===== src/rtl/nib_seq_pkg.sv =====
package nib_seq_pkg;

    typedef enum logic [3:0] {
        OP_NOP   = 4'h0,
        OP_READ  = 4'h1,
        OP_WRITE = 4'h2,
        OP_ADD   = 4'h3,
        OP_SUB   = 4'h4,
        OP_MUL   = 4'h5,
        OP_OR    = 4'h6,
        OP_AND   = 4'h7,
        OP_XOR   = 4'h8,
        OP_NOT   = 4'h9,
        OP_JMP   = 4'hA,
        OP_JSET  = 4'hB,
        OP_JCLR  = 4'hC,
        OP_SWAP  = 4'hD,
        OP_HALT  = 4'hE,
        OP_RSVD  = 4'hF
    } opcode_e;

    typedef enum logic [3:0] {
        ST_FETCH  = 4'd0,
        ST_DECODE = 4'd1,
        ST_OPA    = 4'd2,
        ST_OPB    = 4'd3,
        ST_ALU    = 4'd4,
        ST_MEM    = 4'd5,
        ST_SWAP   = 4'd6,
        ST_NEXT   = 4'd7,
        ST_HALT   = 4'd8
    } state_e;

    // Instruction classes produced by the decoder.
    typedef struct packed {
        logic mem_single;   // read or write
        logic mem_write;    // write
        logic two_op;       // ALU op with two operands
        logic one_op;       // ALU op with one operand
        logic jump;         // unconditional jump
        logic cond;         // conditional jump
        logic cond_inv;     // branch on a clear flag
        logic swap;         // bus swap
        logic halt;         // halt
    } dec_t;

    localparam int OPC_W   = 4;
    localparam int SPARE_W = 2;
    localparam int FLAG_W  = 3;
    localparam int SEL_W   = 2;

endpackage


===== src/rtl/nib_prog_rom.sv =====
module nib_prog_rom #(
    parameter int PC_W  = 5,
    parameter int IW    = 15,
    parameter int SPARE = 2,
    localparam int LINES = 1 << PC_W,
    localparam int UW    = IW - SPARE,
    parameter logic [LINES*IW-1:0] PROG = '0
) (
    input  logic [PC_W-1:0] addr,
    output logic [UW-1:0]   word
);
    // Spare low bits of each line are dropped here; nothing uses them.
    always_comb begin
        word = PROG[int'(addr) * IW + SPARE +: UW];
    end
endmodule


===== src/rtl/nib_decoder.sv =====
module nib_decoder
    import nib_seq_pkg::*;
#(
    parameter int PC_W    = 5,
    parameter int MADDR_W = 4,
    localparam int UW     = OPC_W + PC_W + MADDR_W
) (
    input  logic [UW-1:0]      word,
    output opcode_e            opcode,
    output logic [PC_W-1:0]    arg1,
    output logic [MADDR_W-1:0] arg2,
    output dec_t               dec
);
    always_comb begin
        opcode = opcode_e'(word[UW-1 -: OPC_W]);
        arg1   = word[MADDR_W +: PC_W];
        arg2   = word[MADDR_W-1:0];
    end

    always_comb begin
        dec = '0;
        unique case (opcode)
            OP_READ:  dec.mem_single = 1'b1;
            OP_WRITE: begin
                dec.mem_single = 1'b1;
                dec.mem_write  = 1'b1;
            end
            OP_ADD, OP_SUB, OP_MUL,
            OP_OR, OP_AND, OP_XOR: dec.two_op = 1'b1;
            OP_NOT:   dec.one_op = 1'b1;
            OP_JMP:   dec.jump   = 1'b1;
            OP_JSET:  dec.cond   = 1'b1;
            OP_JCLR:  begin
                dec.cond     = 1'b1;
                dec.cond_inv = 1'b1;
            end
            OP_SWAP:  dec.swap   = 1'b1;
            OP_HALT:  dec.halt   = 1'b1;
            OP_NOP, OP_RSVD: dec = '0;
            default:  dec = '0;
        endcase
    end
endmodule


===== src/rtl/nib_branch_eval.sv =====
module nib_branch_eval
    import nib_seq_pkg::*;
#(
    parameter int PC_W = 5
) (
    input  logic [PC_W-1:0]   pc,
    input  logic [PC_W-1:0]   target,
    input  logic [SEL_W-1:0]  csel,
    input  logic [FLAG_W-1:0] flags,
    input  logic              jump,
    input  logic              cond,
    input  logic              cond_inv,
    output logic [PC_W-1:0]   next_pc
);
    logic [(1<<SEL_W)-1:0] sel_vec;
    logic                  flag;
    logic                  take;

    // Select codes past the last flag read as a constant false.
    for (genvar k = 0; k < (1 << SEL_W); k++) begin : g_sel
        if (k < FLAG_W) begin : g_flag
            assign sel_vec[k] = flags[k];
        end else begin : g_never
            assign sel_vec[k] = 1'b0;
        end
    end

    always_comb begin
        flag    = sel_vec[csel];
        take    = jump | (cond & (flag ^ cond_inv));
        next_pc = take ? target : PC_W'(pc + 1'b1);
    end
endmodule


===== src/rtl/nib_sequencer.sv =====
module nib_sequencer
    import nib_seq_pkg::*;
#(
    parameter int PC_W    = 5,
    parameter int MADDR_W = 4,
    localparam int IW     = OPC_W + PC_W + MADDR_W + SPARE_W,
    localparam int UW     = IW - SPARE_W,
    localparam int LINES  = 1 << PC_W,
    parameter logic [LINES*IW-1:0] PROG = '0
) (
    input  logic               clk,
    input  logic               rst_n,
    output logic               mem_req,
    output logic               mem_we,
    output logic [MADDR_W-1:0] mem_addr,
    output logic [SEL_W-1:0]   mem_sel,
    input  logic               mem_done,
    output logic               alu_req,
    output logic [OPC_W-1:0]   alu_op,
    input  logic               alu_done,
    output logic               swap_pulse,
    input  logic [FLAG_W-1:0]  cmp_flags,
    output logic [PC_W-1:0]    pc,
    output logic               halted
);
    state_e             state_q, state_d;
    logic [PC_W-1:0]    pc_q;
    logic [UW-1:0]      ir_q;
    logic [UW-1:0]      rom_word;
    opcode_e            opcode;
    logic [PC_W-1:0]    arg1;
    logic [MADDR_W-1:0] arg2;
    dec_t               dec;
    logic [PC_W-1:0]    next_pc;

    nib_prog_rom #(
        .PC_W (PC_W),
        .IW   (IW),
        .SPARE(SPARE_W),
        .PROG (PROG)
    ) u_rom (
        .addr(pc_q),
        .word(rom_word)
    );

    nib_decoder #(
        .PC_W   (PC_W),
        .MADDR_W(MADDR_W)
    ) u_dec (
        .word  (ir_q),
        .opcode(opcode),
        .arg1  (arg1),
        .arg2  (arg2),
        .dec   (dec)
    );

    nib_branch_eval #(
        .PC_W(PC_W)
    ) u_br (
        .pc      (pc_q),
        .target  (arg1),
        .csel    (arg2[SEL_W-1:0]),
        .flags   (cmp_flags),
        .jump    (dec.jump),
        .cond    (dec.cond),
        .cond_inv(dec.cond_inv),
        .next_pc (next_pc)
    );

    // State register
    always_ff @(posedge clk or negedge rst_n) begin
        if (!rst_n) begin
            state_q <= ST_FETCH;
        end else begin
            state_q <= state_d;
        end
    end

    // Transitions
    always_comb begin
        state_d = state_q;
        unique case (state_q)
            ST_FETCH:  state_d = ST_DECODE;
            ST_DECODE: begin
                if (dec.halt)                    state_d = ST_HALT;
                else if (dec.mem_single)         state_d = ST_MEM;
                else if (dec.two_op | dec.one_op) state_d = ST_OPA;
                else if (dec.swap)               state_d = ST_SWAP;
                else                             state_d = ST_NEXT;
            end
            ST_OPA:    if (mem_done) state_d = dec.one_op ? ST_ALU : ST_OPB;
            ST_OPB:    if (mem_done) state_d = ST_ALU;
            ST_ALU:    if (alu_done) state_d = ST_NEXT;
            ST_MEM:    if (mem_done) state_d = ST_NEXT;
            ST_SWAP:   state_d = ST_NEXT;
            ST_NEXT:   state_d = ST_FETCH;
            ST_HALT:   state_d = ST_HALT;
            default:   state_d = ST_FETCH;
        endcase
    end

    // Instruction and program counter registers
    always_ff @(posedge clk or negedge rst_n) begin
        if (!rst_n) begin
            ir_q <= '0;
            pc_q <= '0;
        end else begin
            if (state_q == ST_FETCH) ir_q <= rom_word;
            if (state_q == ST_NEXT)  pc_q <= next_pc;
        end
    end

    // Outputs
    always_comb begin
        mem_req    = 1'b0;
        mem_we     = 1'b0;
        mem_addr   = '0;
        mem_sel    = '0;
        alu_req    = 1'b0;
        alu_op     = '0;
        swap_pulse = 1'b0;
        unique case (state_q)
            ST_OPA: begin
                mem_req  = 1'b1;
                mem_addr = arg1[MADDR_W-1:0];
                mem_sel  = SEL_W'(0);
            end
            ST_OPB: begin
                mem_req  = 1'b1;
                mem_addr = arg2;
                mem_sel  = SEL_W'(1);
            end
            ST_MEM: begin
                mem_req  = 1'b1;
                mem_we   = dec.mem_write;
                mem_addr = arg1[MADDR_W-1:0];
                mem_sel  = dec.mem_write ? arg2[SEL_W-1:0]
                                         : {{(SEL_W-1){1'b0}}, arg2[0]};
            end
            ST_ALU: begin
                alu_req = 1'b1;
                alu_op  = opcode;
            end
            ST_SWAP: swap_pulse = 1'b1;
            ST_FETCH, ST_DECODE, ST_NEXT, ST_HALT: ;
            default: ;
        endcase
    end

    assign pc     = pc_q;
    assign halted = (state_q == ST_HALT);

endmodule


===== config.mk =====
export PLATFORM = sky130hd
export DESIGN_NAME = nib_sequencer
export DESIGN_NICKNAME = d
export VERILOG_FILES = /design/src/rtl/nib_seq_pkg.sv /design/src/rtl/nib_prog_rom.sv /design/src/rtl/nib_decoder.sv /design/src/rtl/nib_branch_eval.sv /design/src/rtl/nib_sequencer.sv
export SDC_FILE = /design/constraint.sdc
export NUM_CORES = 1
export LEC_CHECK = 0
export BUFFER_PORTS_ARGS = -buffer_cell sky130_fd_sc_hd__buf_2
export CAP_MARGIN = 40
export CORE_ASPECT_RATIO = 0.75
export CORE_MARGIN = 3
export CORE_UTILIZATION = 40
export CTS_CLUSTER_DIAMETER = 30
export DETAILED_ROUTE_END_ITERATION = 8
export GPL_ROUTABILITY_DRIVEN = 0
export PLACE_DENSITY = 0.67
export SLEW_MARGIN = 20
export SYNTH_ARGS = -nofsm -noshare
export SYNTH_HDL_FRONTEND = slang
export SYNTH_HIERARCHICAL = 1
export SYNTH_SLANG_ARGS = --single-unit

===== constraint.sdc =====
create_clock -name clk -period 3.1 [get_ports clk]
set_input_delay 0.31 -clock clk [delete_from_list [all_inputs] [get_ports clk]]
set_output_delay 0.31 -clock clk [all_outputs]
set_load 0.005 [all_outputs]

==> results by stage <==
Global routing:
- The via count of the first global-routing pass is 1070.
- The total overflow left after global routing is 0.
- The total routing resource utilization after global routing is 12.4%.
- The largest net degree at the start of global routing is 24.
- The number of antenna violations at the first check in global routing is 0.
- The first global-routing pass estimated 5430 µm of wire.

Cells and area:
- The most common cell after layout, fill and taps aside is sky130_fd_sc_hd__buf_2.
- The share of post-route cells with drive strength above 1 is 29.2%.
- In the layout the commonest cells are sky130_fd_sc_hd__buf_2, sky130_fd_sc_hd__dfrtp_1, sky130_fd_sc_hd__nor2_1.
- In the final design database the tool counted 204 nets.
- The count of inserted antenna diode cells is 0.
- Relative to the synthesized area, the layout overhead comes to 2.49%.

Timing:
- Setup violations remaining at the end of the flow were counted as 0.
- After layout, the worst setup slack is 0.583 ns.
- The number of max-slew violations in the final report is 0.
- The fraction of the cycle the final worst path needs is 81.2%.
- Setup repair after global routing left no endpoint under its margin.
- The smallest clock period supported by the final layout is computed as 2.52 ns.
- For the final routed database, the setup TNS stands at 0 ns.
- On the final layout, the worst clock skew is 0.00462 ns.
- The relative max-transition margin is 55.2%.
- The final count of hold timing violations is 0.
- The worst-margin pin slew is 0.672 ns.
- The highest attainable clock frequency is 0.397 GHz.

Outcome:
- The run finished with clean final reports.

Yosys:
- The area fraction in and, or, nand and nor cells after synthesis is 19.7%.
- The share of synthesized area in the top cell type comes to 30.5%.
- The main flop type after synthesis is sky130_fd_sc_hd__dfrtp_1.
- The area of the mapped netlist is 0.00181 mm².
- Summing the sequential cell areas from Yosys gives 30.5% of the chip area.
- Measured against the total synthesized area, the mux share comes to 20.6%.
- Counting every instance in the synthesized netlist gives 187.
- The synthesized-area fraction occupied by adder cells is 0.693%.
- Of the total synthesized cell area, the portion taken by XOR and XNOR cells is 1.94%.
- The synthesized design contains 0 enable-type register cells.
- The post-synthesis cell type count is 43.
- Summing the areas of all compound-gate instances in the mapped netlist gives 11.8% of the synthesized area.
- The count of synthesis-stage warnings from yosys is 6.
- The synthesized area per cell is 9.66 µm².
- After synthesis, the largest family of logic cells by area is multiplexers.
- The largest area contributor in the synthesized netlist is sky130_fd_sc_hd__dfrtp_1.
- Yosys attributes the largest share of cell area to sky130_fd_sc_hd__dfrtp_1, sky130_fd_sc_hd__mux2_4, sky130_fd_sc_hd__buf_4.
- In the synthesized netlist the async set-or-reset flop fraction comes to 100%.
- The number of register bits inferred by synthesis is 22.

Detailed routing:
- The aggregate routed wire length is 3310 µm.
- Summing over every cut layer, the via total after detailed routing is 1252.
- The first-pass iteration count of the detailed router is 4.
- After detailed routing, the number of vias per cell comes to 5.01.
- The residual DRC count is 0.
- The residual antenna-violating net count after detailed routing is 0.
- Dividing the detail-routed wire length by the instance count gives 13.2 µm.
- The DRC violation total after the first TritonRoute iteration is 76.

Placement:
- The number of port buffers is 26.
- The wire-length estimate of the detail-placed layout is 2470 µm.
- The worst slack at placement is 0.596 ns.

Clocking:
- At the later pin of the worst-skew pair, clock insertion delay measures 0.26 ns.
- The root buffer cell chosen for the clock tree is sky130_fd_sc_hd__clkbuf_8.
- Clock-pin slew was measured on the worst setup and hold paths at 0.08 ns.
- The TritonCTS clock tree is done.
- The count of instances resized after the clock tree is built is 0.
- The maximum buffer depth of the clock tree is 2.
- In this run the number of H-tree levels came out at 1.
- The buffer count from post-CTS setup fixing is 0.
- The CTS buffer count is 3.
- In this run, post-CTS hold repair placed 0 buffers.
- The number of sinks handled by clock tree synthesis is 22.

Power and ir drop:
- Combinational logic burns 54.7% of the power.
- For this design the total switching power over the nets is 796 µW.
- The clock network is responsible for 10.3% of the overall power.
- The fraction of power consumed by sequential logic is 35.0%.
- The static leakage power is 0.000878 µW.
- The worst-case IR drop observed on VDD is 0.000356 V.
- The internal portion of the total power is 1180 µW.
- Power spread over the standard cell area amounts to 1070 mW/mm².
- Net switching is 40.3% of the power.

Run:
- Max-cap violations in this run came to 0.

Worst setup path:
- Among the stages of the critical path, the cell type that occurs most often is sky130_fd_sc_hd__or3b_1.
- The critical path endpoint category is a flop.
- Along the worst path, the maximum fanout reaches 9.
- STA puts the critical path data required time at 3.25 ns.
- The critical path arrival is 2.66 ns.
- The cell with the biggest individual delay on the critical path is sky130_fd_sc_hd__dfrtp_1.
- The worst setup path is launched from a flop.
- Traced cell by cell, the critical path runs through or3b_1 -> a21boi_1 -> or3b_1 -> mux2i_1 -> a311o_4 -> mux2_4 -> mux2_2.
- The start-to-end type of the worst setup path is reg2reg.
- The worst stage delay on the critical path is 0.46 ns.

Floorplanning:
- The core footprint is 0.00420 mm².
- The die outline height is 64.2 µm.
- The initial utilization of the core area, before any placement, comes to 43.0%.
- The floorplan step defined a die boundary enclosing 0.00537 mm².
- The die is 83.6 µm wide.
- The number of rows created at floorplan is 20.
- The number of top-level pins is 27.

Min path:
- The path class of the tightest hold or removal check is in2async.
## critical path: cells and delay by family (launching register included)
| family | cells | cell delay [ns] |
|---|---|---|
| simple gates | 2 | 0.76 |
| flops | 1 | 0.46 |
| mux | 3 | 0.72 |
| compound gates | 2 | 0.47 |
## area by class of cell
| type | instances | area [µm²] |
|---|---|---|
| inverters | 3 | 11.3 |
| clock buffers | 4 | 55.1 |
| multi-input cells | 140 | 1040 |
| well taps | 55 | 68.8 |
| repair buffers | 26 | 130 |
| flip-flops and latches | 22 | 551 |
| fillers | 422 | 2350 |
## power by group through the flow
stage	Combinational (µW)	Sequential [µW]	Clock (µW)
2_1_floorplan	1130	551	0
3_3_place_gp	1080	692	0
3_5_place_dp	1090	697	0
4_1_cts	1090	693	211
5_1_grt	1190	732	222
6_report	1080	693	203
## metrics by stage
| step | std cells | power [µW] | cell area (µm²) | utilization [%] | hold WS (ns) |
|---|---|---|---|---|---|
| after detailed placement | 246 | 1790 | 1800 | 42.7 | 0.311 |
| after global routing | 250 | 2150 | 1850 | 44.0 | 0.0357 |
| after floorplan | 199 | 1680 | 1850 | - | 0.0144 |
| after CTS | 250 | 2000 | 1850 | 44.0 | 0.0249 |
| final | 250 | 1980 | 1850 | 44.0 | 0.00396 |
| after global placement | 246 | 1770 | 1800 | 42.7 | 0.302 |
## cells by family (layout without fill, tap and decap cells)
family / after synthesis / after routing
mux: 29 / 29
other cells: 1 / 13
buf+inv: 37 / 33
fa+ha+maj: 1 / 1
simple gates: 63 / 63
flops: 22 / 22
xor+xnor: 4 / 4
compound gates: 30 / 30
## synthesized netlist by cell type (all sizes together) (2+ instances only)
library cell and instances:
nor3 5, nand3b 4, o211ai 2, mux2i 6, xnor2 3, a22o 2, nor2 19, o21ai 7
nor2b 5, inv 3, or3b 2, buf 32, nand2 7, mux2 23, a2bb2oi 2, and3 2
nand2b 7, nand3 4, clkbuf 2, and2 5, a21oi 8, dfrtp 22
## state kept, by name, summed over array words and instances, names as in the netlist
register	count
ir_q	13
state_q	4
pc	5
## layer usage
layer | GRT usage (%) | up-vias | share of wire [%]
li1 | - | 632 | -
met5 | 0 | - | 0
met3 | 3.09 | 2 | 5.5
met4 | 1.81 | 0 | 0.51
met2 | 18.0 | 30 | 42
met1 | 18.9 | 588 | 52
## path summary, 6_finish.rpt
path,start,endpoint,slack (ns),cells past startpoint
setup / recovery,ir_q[10]$_DFFE_PN0P_,pc[4]$_DFFE_PN0N_,0.58,7
max in group asynchronous,rst_n,ir_q[12]$_DFFE_PN0P_,2.75,1
hold reg to reg,ir_q[8]$_DFFE_PN0P_,ir_q[8]$_DFFE_PN0P_,0.52,1
setup reg to reg,ir_q[10]$_DFFE_PN0P_,pc[4]$_DFFE_PN0N_,0.58,7
min in group clk,mem_done,state_q[0]$_DFFE_PN0P_,0.50,4
hold / removal,rst_n,state_q[2]$_DFFE_PN0P_,0.004,1
No activity file was read; power rests on OpenSTA's default activity.
